===== config.mk =====
export PLATFORM = sky130hd
export DESIGN_NAME = mii_tx_framer
export DESIGN_NICKNAME = d
export VERILOG_FILES = /design/src/rtl/mii_tx_pkg.sv /design/src/rtl/mii_tx_crc.sv /design/src/rtl/mii_tx_ctrl.sv /design/src/rtl/mii_tx_framer.sv
export SDC_FILE = /design/constraint.sdc
export NUM_CORES = 1
export LEC_CHECK = 0
export BUFFER_PORTS_ARGS = -buffer_cell sky130_fd_sc_hd__buf_2
export CORE_ASPECT_RATIO = 2
export CORE_MARGIN = 1
export CORE_UTILIZATION = 55
export DETAILED_ROUTE_END_ITERATION = 10
export PLACE_DENSITY = 0.75
export SYNTH_ARGS = -nofsm -noshare
export SYNTH_HDL_FRONTEND = slang
export SYNTH_HIERARCHICAL = 1
export SYNTH_SLANG_ARGS = --single-unit

===== constraint.sdc =====
create_clock -name clk -period 3.02 [get_ports clk]
set_input_delay 0.604 -clock clk [delete_from_list [all_inputs] [get_ports clk]]
set_output_delay 0.604 -clock clk [all_outputs]
set_load 0.01 [all_outputs]

===== src/rtl/mii_tx_pkg.sv =====
package mii_tx_pkg;

  typedef enum logic [2:0] {
    ST_IDLE, ST_PRE, ST_SFD, ST_DATA, ST_PAD, ST_FCS, ST_GAP
  } txst_e;

  localparam int unsigned PRE_NIBS = 15;
  localparam int unsigned FCS_NIBS = 8;
  localparam logic [3:0]  NIB_PRE  = 4'h5;
  localparam logic [3:0]  NIB_SFD  = 4'hD;
  localparam logic [31:0] CRC_POLY_REFL = 32'hEDB88320;

  // Advance a reflected CRC-32 register by one nibble, LSB first.
  function automatic logic [31:0] crc32_nib(input logic [31:0] crc_in,
                                            input logic [3:0]  nib);
    logic [31:0] c;
    c = crc_in;
    for (int i = 0; i < 4; i++) begin
      if (c[0] ^ nib[i]) c = (c >> 1) ^ CRC_POLY_REFL;
      else               c = c >> 1;
    end
    return c;
  endfunction

endpackage


===== src/rtl/mii_tx_crc.sv =====
module mii_tx_crc
  import mii_tx_pkg::*;
(
  input  logic        clk,
  input  logic        rst_n,
  input  logic        clr,
  input  logic        en,
  input  logic [3:0]  nib,
  output logic [31:0] crc
);
  always_ff @(posedge clk or negedge rst_n) begin
    if (!rst_n)   crc <= '1;
    else if (clr) crc <= '1;
    else if (en)  crc <= crc32_nib(crc, nib);
  end
endmodule


===== src/rtl/mii_tx_ctrl.sv =====
module mii_tx_ctrl
  import mii_tx_pkg::*;
#(
  parameter int unsigned LW       = 8,
  parameter int unsigned MIN_DATA = 60,
  parameter int unsigned IFG_CYC  = 24
) (
  input  logic          clk,
  input  logic          rst_n,
  input  logic [LW-1:0] fifo_level,
  input  logic [LW-1:0] threshold,
  input  logic [7:0]    fifo_data,
  input  logic          fifo_last,
  input  logic          chan_free,
  input  logic          pad_en,
  input  logic          fcs_en,
  output txst_e         state,
  output logic [2:0]    fcs_idx,
  output logic [7:0]    cur_byte,
  output logic          nib_hi,
  output logic          fifo_rd,
  output logic          crc_clr,
  output logic          crc_en,
  output logic          done
);
  localparam int unsigned CMAX = (IFG_CYC > PRE_NIBS) ? IFG_CYC : PRE_NIBS;
  localparam int unsigned CW   = $clog2(CMAX + 1);
  localparam int unsigned BW   = $clog2(MIN_DATA + 1);
  localparam logic [BW-1:0] BC_MAX = '1;

  logic [CW-1:0] cnt;
  logic [BW-1:0] byte_cnt, bc_inc;
  logic          cur_last, pad_q, fcs_q;
  logic          start_ok, pad_more;
  txst_e         after_body;

  // Named events used by the datapath and the checker
  assign start_ok = (fifo_level >= threshold) && chan_free;
  assign bc_inc   = (byte_cnt == BC_MAX) ? byte_cnt : byte_cnt + BW'(1);
  assign pad_more = pad_q && (bc_inc < BW'(MIN_DATA));
  assign after_body = fcs_q ? ST_FCS : ST_GAP;
  assign fifo_rd  = (state == ST_SFD) || (state == ST_DATA && nib_hi && !cur_last);
  assign crc_clr  = (state == ST_IDLE);
  assign crc_en   = (state == ST_DATA) || (state == ST_PAD);
  assign fcs_idx  = cnt[2:0];

  always_ff @(posedge clk or negedge rst_n) begin
    if (!rst_n) begin
      state    <= ST_IDLE;
      cnt      <= '0;
      byte_cnt <= '0;
      cur_byte <= '0;
      cur_last <= 1'b0;
      nib_hi   <= 1'b0;
      pad_q    <= 1'b0;
      fcs_q    <= 1'b0;
      done     <= 1'b0;
    end else begin
      done <= 1'b0;
      unique case (state)
        ST_IDLE: if (start_ok) begin
          state    <= ST_PRE;
          cnt      <= '0;
          byte_cnt <= '0;
          pad_q    <= pad_en;
          fcs_q    <= fcs_en;
        end
        ST_PRE: begin
          if (cnt == CW'(PRE_NIBS - 1)) state <= ST_SFD;
          else                          cnt   <= cnt + CW'(1);
        end
        ST_SFD: begin
          state    <= ST_DATA;
          cur_byte <= fifo_data;
          cur_last <= fifo_last;
          nib_hi   <= 1'b0;
        end
        ST_DATA: begin
          nib_hi <= ~nib_hi;
          if (nib_hi) begin
            byte_cnt <= bc_inc;
            if (!cur_last) begin
              cur_byte <= fifo_data;
              cur_last <= fifo_last;
            end else begin
              cnt <= '0;
              if (pad_more) state <= ST_PAD;
              else begin
                state <= after_body;
                done  <= !fcs_q;
              end
            end
          end
        end
        ST_PAD: begin
          nib_hi <= ~nib_hi;
          if (nib_hi) begin
            byte_cnt <= bc_inc;
            if (!pad_more) begin
              state <= after_body;
              done  <= !fcs_q;
            end
          end
        end
        ST_FCS: begin
          if (cnt == CW'(FCS_NIBS - 1)) begin
            state <= ST_GAP;
            cnt   <= '0;
            done  <= 1'b1;
          end else cnt <= cnt + CW'(1);
        end
        ST_GAP: begin
          if (cnt >= CW'(IFG_CYC - 1)) state <= ST_IDLE;
          else                         cnt   <= cnt + CW'(1);
        end
        default: state <= ST_IDLE;
      endcase
    end
  end
endmodule


===== src/rtl/mii_tx_framer.sv =====
module mii_tx_framer
  import mii_tx_pkg::*;
#(
  parameter int unsigned LW       = 8,
  parameter int unsigned MIN_DATA = 60,
  parameter int unsigned IFG_CYC  = 24
) (
  input  logic          clk,
  input  logic          rst_n,
  input  logic [LW-1:0] fifo_level,
  input  logic [LW-1:0] threshold,
  input  logic [7:0]    fifo_data,
  input  logic          fifo_last,
  output logic          fifo_rd,
  input  logic          chan_free,
  input  logic          pad_en,
  input  logic          fcs_en,
  output logic          tx_en,
  output logic [3:0]    txd,
  output logic          busy,
  output logic          done
);
  txst_e       state;
  logic [2:0]  fcs_idx;
  logic [7:0]  cur_byte;
  logic        nib_hi, crc_clr, crc_en;
  logic [3:0]  body_nib;
  logic [31:0] crc_q, fcs_word;

  mii_tx_ctrl #(.LW(LW), .MIN_DATA(MIN_DATA), .IFG_CYC(IFG_CYC)) u_ctrl (
    .clk(clk), .rst_n(rst_n), .fifo_level(fifo_level), .threshold(threshold),
    .fifo_data(fifo_data), .fifo_last(fifo_last), .chan_free(chan_free),
    .pad_en(pad_en), .fcs_en(fcs_en), .state(state), .fcs_idx(fcs_idx),
    .cur_byte(cur_byte), .nib_hi(nib_hi), .fifo_rd(fifo_rd),
    .crc_clr(crc_clr), .crc_en(crc_en), .done(done)
  );

  assign body_nib = (state == ST_PAD) ? 4'h0 :
                    (nib_hi ? cur_byte[7:4] : cur_byte[3:0]);

  mii_tx_crc u_crc (
    .clk(clk), .rst_n(rst_n), .clr(crc_clr), .en(crc_en),
    .nib(body_nib), .crc(crc_q)
  );

  assign fcs_word = ~crc_q;

  always_comb begin
    unique case (state)
      ST_PRE:           txd = NIB_PRE;
      ST_SFD:           txd = NIB_SFD;
      ST_DATA, ST_PAD:  txd = body_nib;
      ST_FCS:           txd = fcs_word[{fcs_idx, 2'b00} +: 4];
      default:          txd = 4'h0;
    endcase
  end

  assign tx_en = (state != ST_IDLE) && (state != ST_GAP);
  assign busy  = (state != ST_IDLE);
endmodule


## After elaboration in Yosys (flattened, before gate mapping)

Cells that the tools add are included.

- Bits of input ports: 30
- Logic and storage cells: 121
- Register bits after elaboration: 59

- Equal/unequal tests: 22
- Bitwise operators: 10
- Muxes and demuxes: 50
- $lt $le $gt $ge: 3
- Shift operators: 1
- Reduce and logical (&&, ||, !) cells: 23
- Add/sub/neg operators: 2

Operators by type and width:

| kind | number |
|---|---|
| $mux 32 | 12 |
| $not 13->14 | 4 |
| $not 32->32 | 1 |
| $shiftx 32x6->4 | 1 |
| $mux 5 | 6 |
| $mux 3 | 9 |
| $pmux 5 s5 | 1 |
| $pmux 3 s7 | 1 |
| $mux 6 | 3 |
| $mux 8 | 2 |
| $ne 2x1->1 const B | 8 |
| $pmux 4 s4 | 1 |
| $pmux 8 s2 | 1 |
| $pmux 6 s2 | 1 |
| $eq 3x3->1 const B | 3 |
| $ge 8x8->1 | 1 |
| $mux 4 | 2 |
| $ne 2x2->1 const B | 4 |
| $reduce_and 8->1 | 1 |
| $reduce_bool 2->1 | 4 |
| $mux 1 | 7 |
| $add 6x1->6 const B | 1 |
| $eq 3x2->1 const B | 2 |
| $eq 6x6->1 const B | 1 |
| other kinds (22) | 34 |

## Longest topological paths before layout

Gate-level depths: netlist of run 1.

- Depth in word-level cells: 18
- Mapped depth: 11
- Mapped depth without buffers: 8

## Cells and area by module

Netlist of run 1, hierarchy kept.

Modules (own cells, without submodules):

| module | cells each | area each (µm²) | times used |
|---|---|---|---|
| mii_tx_ctrl | 201 | 1800.5 | 1 |
| mii_tx_crc | 155 | 1750.4 | 1 |
| mii_tx_framer | 53 | 442.9 | 1 |

## Least setup slack after synthesis of run 1

OpenSTA, ideal clock, no wires.

- Path kind: in2reg
- From: input port fifo_level[0]
- To: register u_ctrl.byte_cnt[4]
- Setup slack: 695 ps
- Data arrival time: 2194 ps
- Setup time: 131 ps
- Stages on the path: 8
- Path buffers: 0
- Cells stage by stage: inv_1 > ha_1 > nand2b_1 > a2111oi_2 > o31ai_1 > a32o_1 > a41oi_1 > a21oi_1

- Cells in the longest elaborated chain, start to end: 4

Ends and longest elaborated chain:

| what | RTL line | text |
|---|---|---|
| from (decl) | mii_tx_framer.sv:10 | `input logic [LW-1:0] fifo_level,` |
| $ge 8x8->1 | mii_tx_ctrl.sv:38 | `assign start_ok = (fifo_level >= threshold) && chan_free;` |
| $logic_and 1x1->1 | mii_tx_ctrl.sv:38 |  |
| $ne 2x1->1 (no line) | -- |  |
| $reduce_and 3->1 (no line) | -- |  |
| to (signal assigned) | mii_tx_ctrl.sv:81 | `byte_cnt <= bc_inc;` |
| to (signal assigned) | mii_tx_ctrl.sv:98 | `byte_cnt <= bc_inc;` |
| to (decl) | mii_tx_ctrl.sv:32 | `logic [BW-1:0] byte_cnt, bc_inc;` |

Every way passes these cells.
A chain may end at the register's enable or synchronous reset.

## Final worst setup path of run 1

- From: register u_ctrl.cnt[0]
- To: output port txd[2]

- Cells in the longest elaborated chain, start to end: 2

Ends and longest elaborated chain:

| what | RTL line | text |
|---|---|---|
| from (decl) | mii_tx_ctrl.sv:31 | `logic [CW-1:0] cnt;` |
| from (signal assigned) | mii_tx_ctrl.sv:70 | `else cnt <= cnt + CW'(1);` |
| from (signal assigned) | mii_tx_ctrl.sv:110 | `end else cnt <= cnt + CW'(1);` |
| from (signal assigned) | mii_tx_ctrl.sv:114 | `else cnt <= cnt + CW'(1);` |
| $shiftx 32x6->4 | mii_tx_framer.sv:53 | `ST_FCS: txd = fcs_word[{fcs_idx, 2'b00} +: 4];` |
| $pmux 4 s4 | mii_tx_framer.sv:49 | `unique case (state)` |
| to (decl) | mii_tx_framer.sv:19 | `output logic [3:0] txd,` |

Every way passes these cells.

==> impl_metrics.env, run 1 <==
export IMPL_root_buffer="clkbuf_16"
export IMPL_setup_violations=0
export IMPL_ys_async_sr_fraction_pct=100
export IMPL_synth_seq_cells=59
export IMPL_antenna_found_initial=0
export IMPL_drv_cap=0
export IMPL_cts_htree_levels=3
export IMPL_port_buffers=37
export IMPL_cts_buffer_depth=2
export IMPL_rsz0062_at_grt="false"
export IMPL_floorplan_die_area_sq_um=7630
export IMPL_synth_flop_cell="dfstp_2"
export IMPL_slowest_stage="dfrtp_1"
export IMPL_num_antenna_cells=0
export IMPL_crit_path_cell_trace="mux4_2 -> a2bb2oi_1 -> a221oi_2 -> buf_2"
export IMPL_ys_seq_area_share_pct=38.0
export IMPL_cts_buffers=9
export IMPL_synth_largest_area_cell="dfstp_2"
export IMPL_holdBufCountCts=0
export IMPL_timing_final_crit_period_ns=2.73
export IMPL_gr_total_overflow=0
export IMPL_syn_inst=409
export IMPL_setup_tns_ns=0
export IMPL_yosysMostFrequentCell="a21oi_1"
export IMPL_grt_pass1_wl_um=15500
export IMPL_critPathMaxStageDelay_ns=0.62
export IMPL_synth_top_cells_by_count="a21oi_1, dfstp_2, nor2_1"
export IMPL_place_gp_congestion=0.863
export IMPL_clock_skew_final_ns=0.00486
export IMPL_hold_path_class="in2async"
export IMPL_netlist_area_sq_um=3990
export IMPL_crit_arrival_ns=2.13
export IMPL_clk_latency_ns=0.33
export IMPL_synth_edff_count=0
export IMPL_synth_top_cell_area_share_pct=21.1
export IMPL_met3_usage_pct=5.20
export IMPL_die_width_um=62.3
export IMPL_met1_usage_pct=28.3
export IMPL_ys_types=64
export IMPL_tightest_slew_ns=0.556
export IMPL_initial_core_util_pct=57.1
export IMPL_stdcell_area_sq_um=4590
export IMPL_cpLargestDelayFamily="flip-flops"
export IMPL_fin_crit_sh_pct=90.5
export IMPL_ios=38
export IMPL_grt_pass1_vias=3206
export IMPL_critPathKind="reg2out"
export IMPL_fin_ws_ns=0.287
export IMPL_end_kind="output port"
export IMPL_clk_pin_slew_ns=0.05
export IMPL_coreArea_sq_um=6990
export IMPL_pre_cts_ws_ns=0.430
export IMPL_drt_initial_drc_count=219
export IMPL_vias=3223
export IMPL_fin_nets=488
export IMPL_rows=43
export IMPL_drive_gt1_share_pct=31.6
export IMPL_avgSynthCellArea_sq_um=9.76
export IMPL_grt_max_degree=41
export IMPL_yosys_warnings=6
export IMPL_path_buf_inv=1
export IMPL_dpl_cell_area_sq_um=4290
export IMPL_critPathRequiredTime_ns=2.42
export IMPL_area_growth_pct=14.8
export IMPL_maxSlewHeadroom_pct=62.7
export IMPL_use_met2_pct=49.4
export IMPL_cts_sinks=59
export IMPL_die_h_um=123
export IMPL_cts_tree="yes"
export IMPL_startpoint="u_ctrl/cnt[0]"
export IMPL_path_max_fanout=10
export IMPL_final_hold_viol_count=0
export IMPL_drc_errors=0
export IMPL_vias_per_cell=5.95
export IMPL_dr_pass1_iters=4
export IMPL_start_kind="register"
export IMPL_final_antenna_net_count=0
export IMPL_dp_cells=526
export IMPL_dp_hpwl_um=6780
export IMPL_synth_top_cells_by_area="dfstp_2, dfrtp_1, a21oi_1, ha_1, mux2_2"
export IMPL_grt_usage_pct=26.9
export IMPL_drv_slew=0
export IMPL_synth_net_count=450
export IMPL_postCtsSetupBuffers=0
export IMPL_cts_resized=0
export IMPL_status="finished, final reports clean"
export IMPL_max_freq_mhz=366
export IMPL_routed_wl_um=9270
export IMPL_r2r_start="u_ctrl/state[2]"
export IMPL_final_cells=542
export IMPL_busiest_layer="met2"
export IMPL_wire_per_inst_um=17.1
[layout make-up]
type,count,area (sq um)
inverters,19,71.3
fillers,579,2410
multi-input cells,308,2290
repair buffers,50,295
clock inverters,4,50.0
flip-flops and latches,59,1520
clock buffers,12,246
well taps,90,113
[per-stage QoR]
step / hold WS (ns) / utilization, %
CTS: 0.242 / 65.6
global route: 0.263 / 65.6
finish: 0.235 / 65.6
global placement: 0.491 / 61.3
floorplan: 0.308 / -
detailed placement: 0.496 / 61.3
[placed cells by master (no fill, tap or decap), types with 4 or more instances in the layout]
master and count:
a211o_1 5, a21boi_0 4, a21o_1 4, a21oi_1 40, buf_2 37, buf_4 12
clkbuf_16 9, dfrtp_1 27, dfstp_2 32, ha_1 11, inv_1 17, mux2_2 12
mux2i_1 11, mux4_2 4, nand2_1 26, nand2b_1 7, nand3_1 11, nor2_1 30
nor2b_1 5, nor3_1 9, o21ai_0 26, or2_2 11, xnor2_1 11, xor2_1 15
[worst paths after layout]
check	end	slack [ns]	cells past startpoint
setup reg to reg	u_crc/crc[27]	0.57	7
hold / removal	u_ctrl/cur_byte[4]	0.23	1
setup / recovery	txd[2]	0.29	4
hold reg to reg	u_ctrl/cur_byte[7]	0.50	1
max in group asynchronous	u_crc/crc[3]	2.15	2
min in group clk	u_ctrl/cur_byte[1]	0.50	2
[cell families after synthesis]
family,Yosys count,synth area share (%)
xor+xnor,36,11.4
simple gates,117,14.9
mux,27,8.40
buf+inv,42,4.70
fa+ha+maj,11,3.45
flops,59,38.0
compound gates,117,19.2
[sequential cells by signal (all words and copies together), names as in the netlist]
signal and cells:
u_ctrl/state 3, u_ctrl/pad_q 1, u_ctrl/cur_last 1, u_crc/crc 32, u_ctrl/cnt 5, u_ctrl/cur_byte 8
u_ctrl/done 1, u_ctrl/byte_cnt 6, u_ctrl/nib_hi 1, u_ctrl/fcs_q 1
[metal layers]
| layer | wire length [um] | share of wire [%] |
|---|---|---|
| met5 | 0 | 0 |
| met4 | 355 | 3.8 |
| met3 | 337 | 3.6 |
| met2 | 5110 | 55 |
| met1 | 3470 | 37 |
Power of run 1 is left out: the tool's default activity adds up to more than one toggle a clock period on the data nets, which glitch-free logic cannot reach.
==> run 2: changes to the inputs <==
==> constraint.sdc (replaced) <==
create_clock -name clk -period 3.2 [get_ports clk]
set_input_delay 0.64 -clock clk [delete_from_list [all_inputs] [get_ports clk]]
set_output_delay 0.64 -clock clk [all_outputs]
set_load 0.01 [all_outputs]
==> run 2 against run 1 <==
- die area unchanged
- utilization increased by 0.072 points
- sequential cell count unchanged
- critical endpoint unchanged
==> impl_metrics.env, run 2 (synthesis gave the netlist of run 1 again) <==
export IMPL_start_kind="register"
export IMPL_r2r_setup_slack_ns=0.71
export IMPL_grt_usage_pct=26.6
export IMPL_drive_gt1_share_pct=31.6
export IMPL_r2r_start="u_ctrl/state[2]"
export IMPL_dpl_cell_area_sq_um=4260
export IMPL_critPathKind="reg2out"
export IMPL_floorplan_die_area_sq_um=7630
export IMPL_timing_final_crit_period_ns=2.81
export IMPL_stdcell_area_sq_um=4590
export IMPL_rsz0062_at_grt="false"
export IMPL_initial_core_util_pct=57.1
export IMPL_clk_latency_ns=0.33
export IMPL_rows=43
export IMPL_place_gp_congestion=0.905
export IMPL_reg2reg_to="u_crc/crc[21]"
export IMPL_fin_nets=486
export IMPL_multiInputGateArea_sq_um=2290
export IMPL_maxSlewHeadroom_pct=50.6
export IMPL_slowest_stage="dfrtp_1"
export IMPL_cts_buffers=9
export IMPL_final_antenna_net_count=0
export IMPL_grt_max_degree=60
export IMPL_crit_arrival_ns=2.17
export IMPL_fin_crit_sh_pct=87.8
export IMPL_crit_path_cell_trace="mux4_2 -> a2bb2oi_1 -> a221oi_2 -> buf_2"
export IMPL_dr_pass1_iters=4
export IMPL_vias=3259
export IMPL_setup_tns_ns=0
export IMPL_cts_resized=0
export IMPL_grt_pass1_vias=3287
export IMPL_cts_sinks=59
export IMPL_cts_tree="yes"
export IMPL_path_max_fanout=11
export IMPL_status="finished, final reports clean"
export IMPL_drv_cap=0
export IMPL_die_width_um=62.3
export IMPL_drv_slew=0
export IMPL_grt_pass1_wl_um=15400
export IMPL_root_buffer="clkbuf_16"
export IMPL_final_hold_viol_count=0
export IMPL_cts_buffer_depth=2
export IMPL_nFillCells=588
export IMPL_max_freq_mhz=356
export IMPL_routed_wl_um=9260
export IMPL_end_kind="output port"
export IMPL_largest_reg_flops=32
export IMPL_clk_pin_slew_ns=0.05
export IMPL_postCtsSetupBuffers=0
export IMPL_ios=38
export IMPL_critPathRequiredTime_ns=2.56
export IMPL_antenna_found_initial=0
export IMPL_coreArea_sq_um=6990
export IMPL_wire_per_inst_um=17.1
export IMPL_final_common_cell="a21oi_1"
export IMPL_setup_violations=0
export IMPL_largestRegisters="u_crc/crc x32, u_ctrl/cur_byte x8, u_ctrl/byte_cnt x6"
export IMPL_whs_ns=0.457
export IMPL_critPathMaxStageDelay_ns=0.66
export IMPL_vias_per_cell=6.04
export IMPL_gr_total_overflow=0
export IMPL_tightest_slew_ns=0.741
export IMPL_crit_end="txd[2]"
export IMPL_dp_hpwl_um=6620
export IMPL_startpoint="u_ctrl/cnt[0]"
export IMPL_clock_skew_final_ns=0.00750
export IMPL_port_buffers=37
export IMPL_num_antenna_cells=0
export IMPL_holdBufCountCts=0
export IMPL_ff_latch_area_sq_um=1520
export IMPL_die_h_um=123
export IMPL_drt_initial_drc_count=228
export IMPL_cts_htree_levels=3
export IMPL_area_growth_pct=15.0
export IMPL_final_cell_mix="a21oi_1, buf_2, dfstp_2, nor2_1, dfrtp_1"
export IMPL_top_register="u_crc/crc"
export IMPL_drc_errors=0
export IMPL_worst_r2r_cell_count=7
export IMPL_hold_path_class="in2async"
[run 2: layout make-up]
class / instances / share of cell area [%]
clock buffers: 12 / 5.59
clock inverters: 4 / 1.58
inverters: 19 / 1.55
multi-input cells: 308 / 50.0
flip-flops and latches: 59 / 33.0
well taps: 90 / 2.45
repair buffers: 48 / 5.83
[run 2: worst max-delay path: cells and delay by family, from the launching register on]
kind,cells,cell delay (ns)
buffers and inverters,1,0.16
flip-flops,1,0.66
AO/OA/AOI/OAI,2,0.42
multiplexers,1,0.60
[run 2: worst min path at each step]
stage                     cells past startpoint  slack [ns]          startpoint                 end
after floorplan                               0        0.34               rst_n  u_ctrl/byte_cnt[0]
after global placement                        1        0.49  u_ctrl/cur_byte[0]  u_ctrl/cur_byte[0]
after detailed placement                      1        0.49  u_ctrl/cur_byte[3]  u_ctrl/cur_byte[3]
after CTS                                     2        0.48               rst_n       u_ctrl/cnt[3]
after global routing                          2        0.53               rst_n       u_ctrl/cnt[4]
final                                         2        0.46               rst_n       u_ctrl/cnt[4]
[run 2: through the flow]
stage | setup WS [ns] | utilization [%] | std cells
final | 0.392 | 65.7 | 540
after CTS | 0.371 | 65.7 | 540
after global routing | 0.292 | 65.7 | 540
after detailed placement | 0.565 | 60.9 | 524
after global placement | 0.623 | 60.9 | 524
after floorplan | 0.839 | - | 409
[run 2: routing by layer]
metal,track usage (%),up-vias,wire length (um)
met4,17.6,0,383
met2,49.0,107,5110
met3,4.93,30,340
met5,0,-,0
li1,-,1540,-
met1,26.9,1582,3420
Power of run 2 is left out for the same reason.
==> run 3: changes to the inputs <==
--- a/config.mk
+++ b/config.mk
@@ -10,6 +10,7 @@
 export CORE_MARGIN = 1
 export CORE_UTILIZATION = 55
 export DETAILED_ROUTE_END_ITERATION = 10
+export GPL_TIMING_DRIVEN = 0
 export PLACE_DENSITY = 0.75
 export SYNTH_ARGS = -nofsm -noshare
 export SYNTH_HDL_FRONTEND = slang
==> run 3 against run 2 <==
- critical path depth increased by 2
- register-to-register slack got worse by 0.31 ns
- hold slack got worse by 0.084 ns
==> impl_metrics.env, run 3 (synthesis gave the netlist of run 1 again) <==
export IMPL_use_met2_pct=53.6
export IMPL_clk_pin_slew_ns=0.05
export IMPL_r2r_start="u_ctrl/state[0]"
export IMPL_die_width_um=62.3
export IMPL_postCtsSetupBuffers=0
export IMPL_root_buffer="clkbuf_16"
export IMPL_rsz0062_at_grt="false"
export IMPL_fin_crit_sh_pct=87.8
export IMPL_rows=43
export IMPL_crit_arrival_ns=2.17
export IMPL_met3_usage_pct=4.74
export IMPL_met1_usage_pct=28.0
export IMPL_setup_tns_ns=0
export IMPL_reg2reg_to="u_crc/crc[22]"
export IMPL_tightest_slew_ns=1.10
export IMPL_clock_skew_final_ns=0.00802
export IMPL_initial_core_util_pct=57.1
export IMPL_top_register="u_crc/crc"
export IMPL_crit_end="txd[2]"
export IMPL_cts_htree_levels=3
export IMPL_busiest_layer="met2"
export IMPL_dp_cells=536
export IMPL_timing_final_crit_period_ns=2.81
export IMPL_routed_wl_um=9860
export IMPL_clk_latency_ns=0.33
export IMPL_die_h_um=123
export IMPL_drc_errors=0
export IMPL_worst_r2r_cell_count=11
export IMPL_maxSlewHeadroom_pct=26.2
export IMPL_final_common_cell="a21oi_1"
export IMPL_drive_gt1_share_pct=30.1
export IMPL_startpoint="u_ctrl/cnt[1]"
export IMPL_drv_cap=0
export IMPL_grt_usage_pct=28.4
export IMPL_post_route_util_pct=65.6
export IMPL_dr_pass1_iters=5
export IMPL_vias_per_cell=5.98
export IMPL_port_buffers=37
export IMPL_wire_per_inst_um=17.9
export IMPL_holdBufCountCts=0
export IMPL_status="finished, final reports clean"
export IMPL_critPathRequiredTime_ns=2.56
export IMPL_area_growth_pct=14.9
export IMPL_final_cells=552
export IMPL_drv_slew=0
export IMPL_max_freq_mhz=356
export IMPL_antenna_found_initial=0
export IMPL_vias=3303
export IMPL_path_max_fanout=9
export IMPL_end_kind="output port"
export IMPL_cts_tree="yes"
export IMPL_place_gp_congestion=1.02
export IMPL_start_kind="register"
export IMPL_nFillCells=577
export IMPL_cts_buffers=9
export IMPL_grt_pass1_vias=3318
export IMPL_cts_sinks=59
export IMPL_setup_violations=0
export IMPL_ios=38
export IMPL_floorplan_die_area_sq_um=7630
export IMPL_grt_max_degree=60
export IMPL_fin_nets=498
export IMPL_largestRegisters="u_crc/crc x32, u_ctrl/cur_byte x8, u_ctrl/byte_cnt x6"
export IMPL_num_antenna_cells=0
export IMPL_r2r_setup_slack_ns=0.40
export IMPL_final_hold_viol_count=0
export IMPL_drt_initial_drc_count=212
export IMPL_critPathKind="reg2out"
export IMPL_dp_hpwl_um=7270
export IMPL_grt_pass1_wl_um=16200
export IMPL_gr_total_overflow=0
export IMPL_hold_path_class="in2async"
export IMPL_final_cell_mix="a21oi_1, buf_2, dfstp_2, nor2_1, dfrtp_1"
export IMPL_coreArea_sq_um=6990
export IMPL_largest_reg_flops=32
export IMPL_final_antenna_net_count=0
export IMPL_cts_buffer_depth=2
-- run 3: cell count changes in the layout (fill, tap and decap cells not counted) --
cell,change
buf_2,+2
buf_4,-7
buf_6,+2
bufinv_16,-1
clkbuf_1,+14
clkbuf_2,+1
clkbuf_8,-1
clkinv_2,+2
nor3_1,+1
nor3_2,-1
-- run 3: cell type report --
type                            count  area [sq um]  area share [%]
Clock inverter                      5          52.6            1.14
Tap cell                           90           113            2.45
Clock buffer                       11           243            5.29
Timing Repair Buffer               37           188            4.09
Multi-Input combinational cell    308          2290            49.9
Sequential cell                    59          1520            33.0
Buffer                             23           118            2.56
Inverter                           19          71.3            1.55
-- run 3: metal layers --
layer  part of all wire (%)  wire length [um]  vias up
met3                    3.6               358       39
met1                     35              3480     1576
li1                       -                 -     1562
met4                    5.7               567        0
met5                      0                 0        -
met2                     55              5450      126
-- run 3: worst max-delay path, stage by stage, from the launching register on --
cell and delay (ns):
dfrtp_1 0.42, buf_4 0.13, buf_2 0.24, mux4_2 0.39, a2bb2oi_1 0.17, a221oi_2 0.31, buf_2 0.18
-- run 3: per-stage QoR --
step | hold WS (ns) | setup slack, ns | area (sq um)
after floorplan | 0.344 | 0.839 | 3990
after global placement | 0.491 | 0.417 | 4290
after detailed placement | 0.496 | 0.381 | 4290
after CTS | 0.508 | 0.332 | 4590
after global routing | 0.445 | 0.154 | 4590
final | 0.373 | 0.390 | 4590
-- run 3: what timing repair did --
action / in CTS / in global routing
setup endpoints to repair: 0 / 1
endpoints found under the hold margin: 0 / 0
gates resized for setup: 0 / 2
-- run 3: worst min-delay path by stage --
stage	startpoint	end	slack [ns]
4_1_cts	u_ctrl/cur_byte[3]	u_ctrl/cur_byte[3]	0.51
5_1_grt	rst_n	u_ctrl/cnt[3]	0.45
3_5_place_dp	u_ctrl/cur_byte[3]	u_ctrl/cur_byte[3]	0.50
3_3_place_gp	u_ctrl/cur_byte[4]	u_ctrl/cur_byte[4]	0.49
2_1_floorplan	rst_n	u_ctrl/byte_cnt[0]	0.34
6_report	rst_n	u_ctrl/cnt[1]	0.37
Power of run 3 is left out for the same reason.
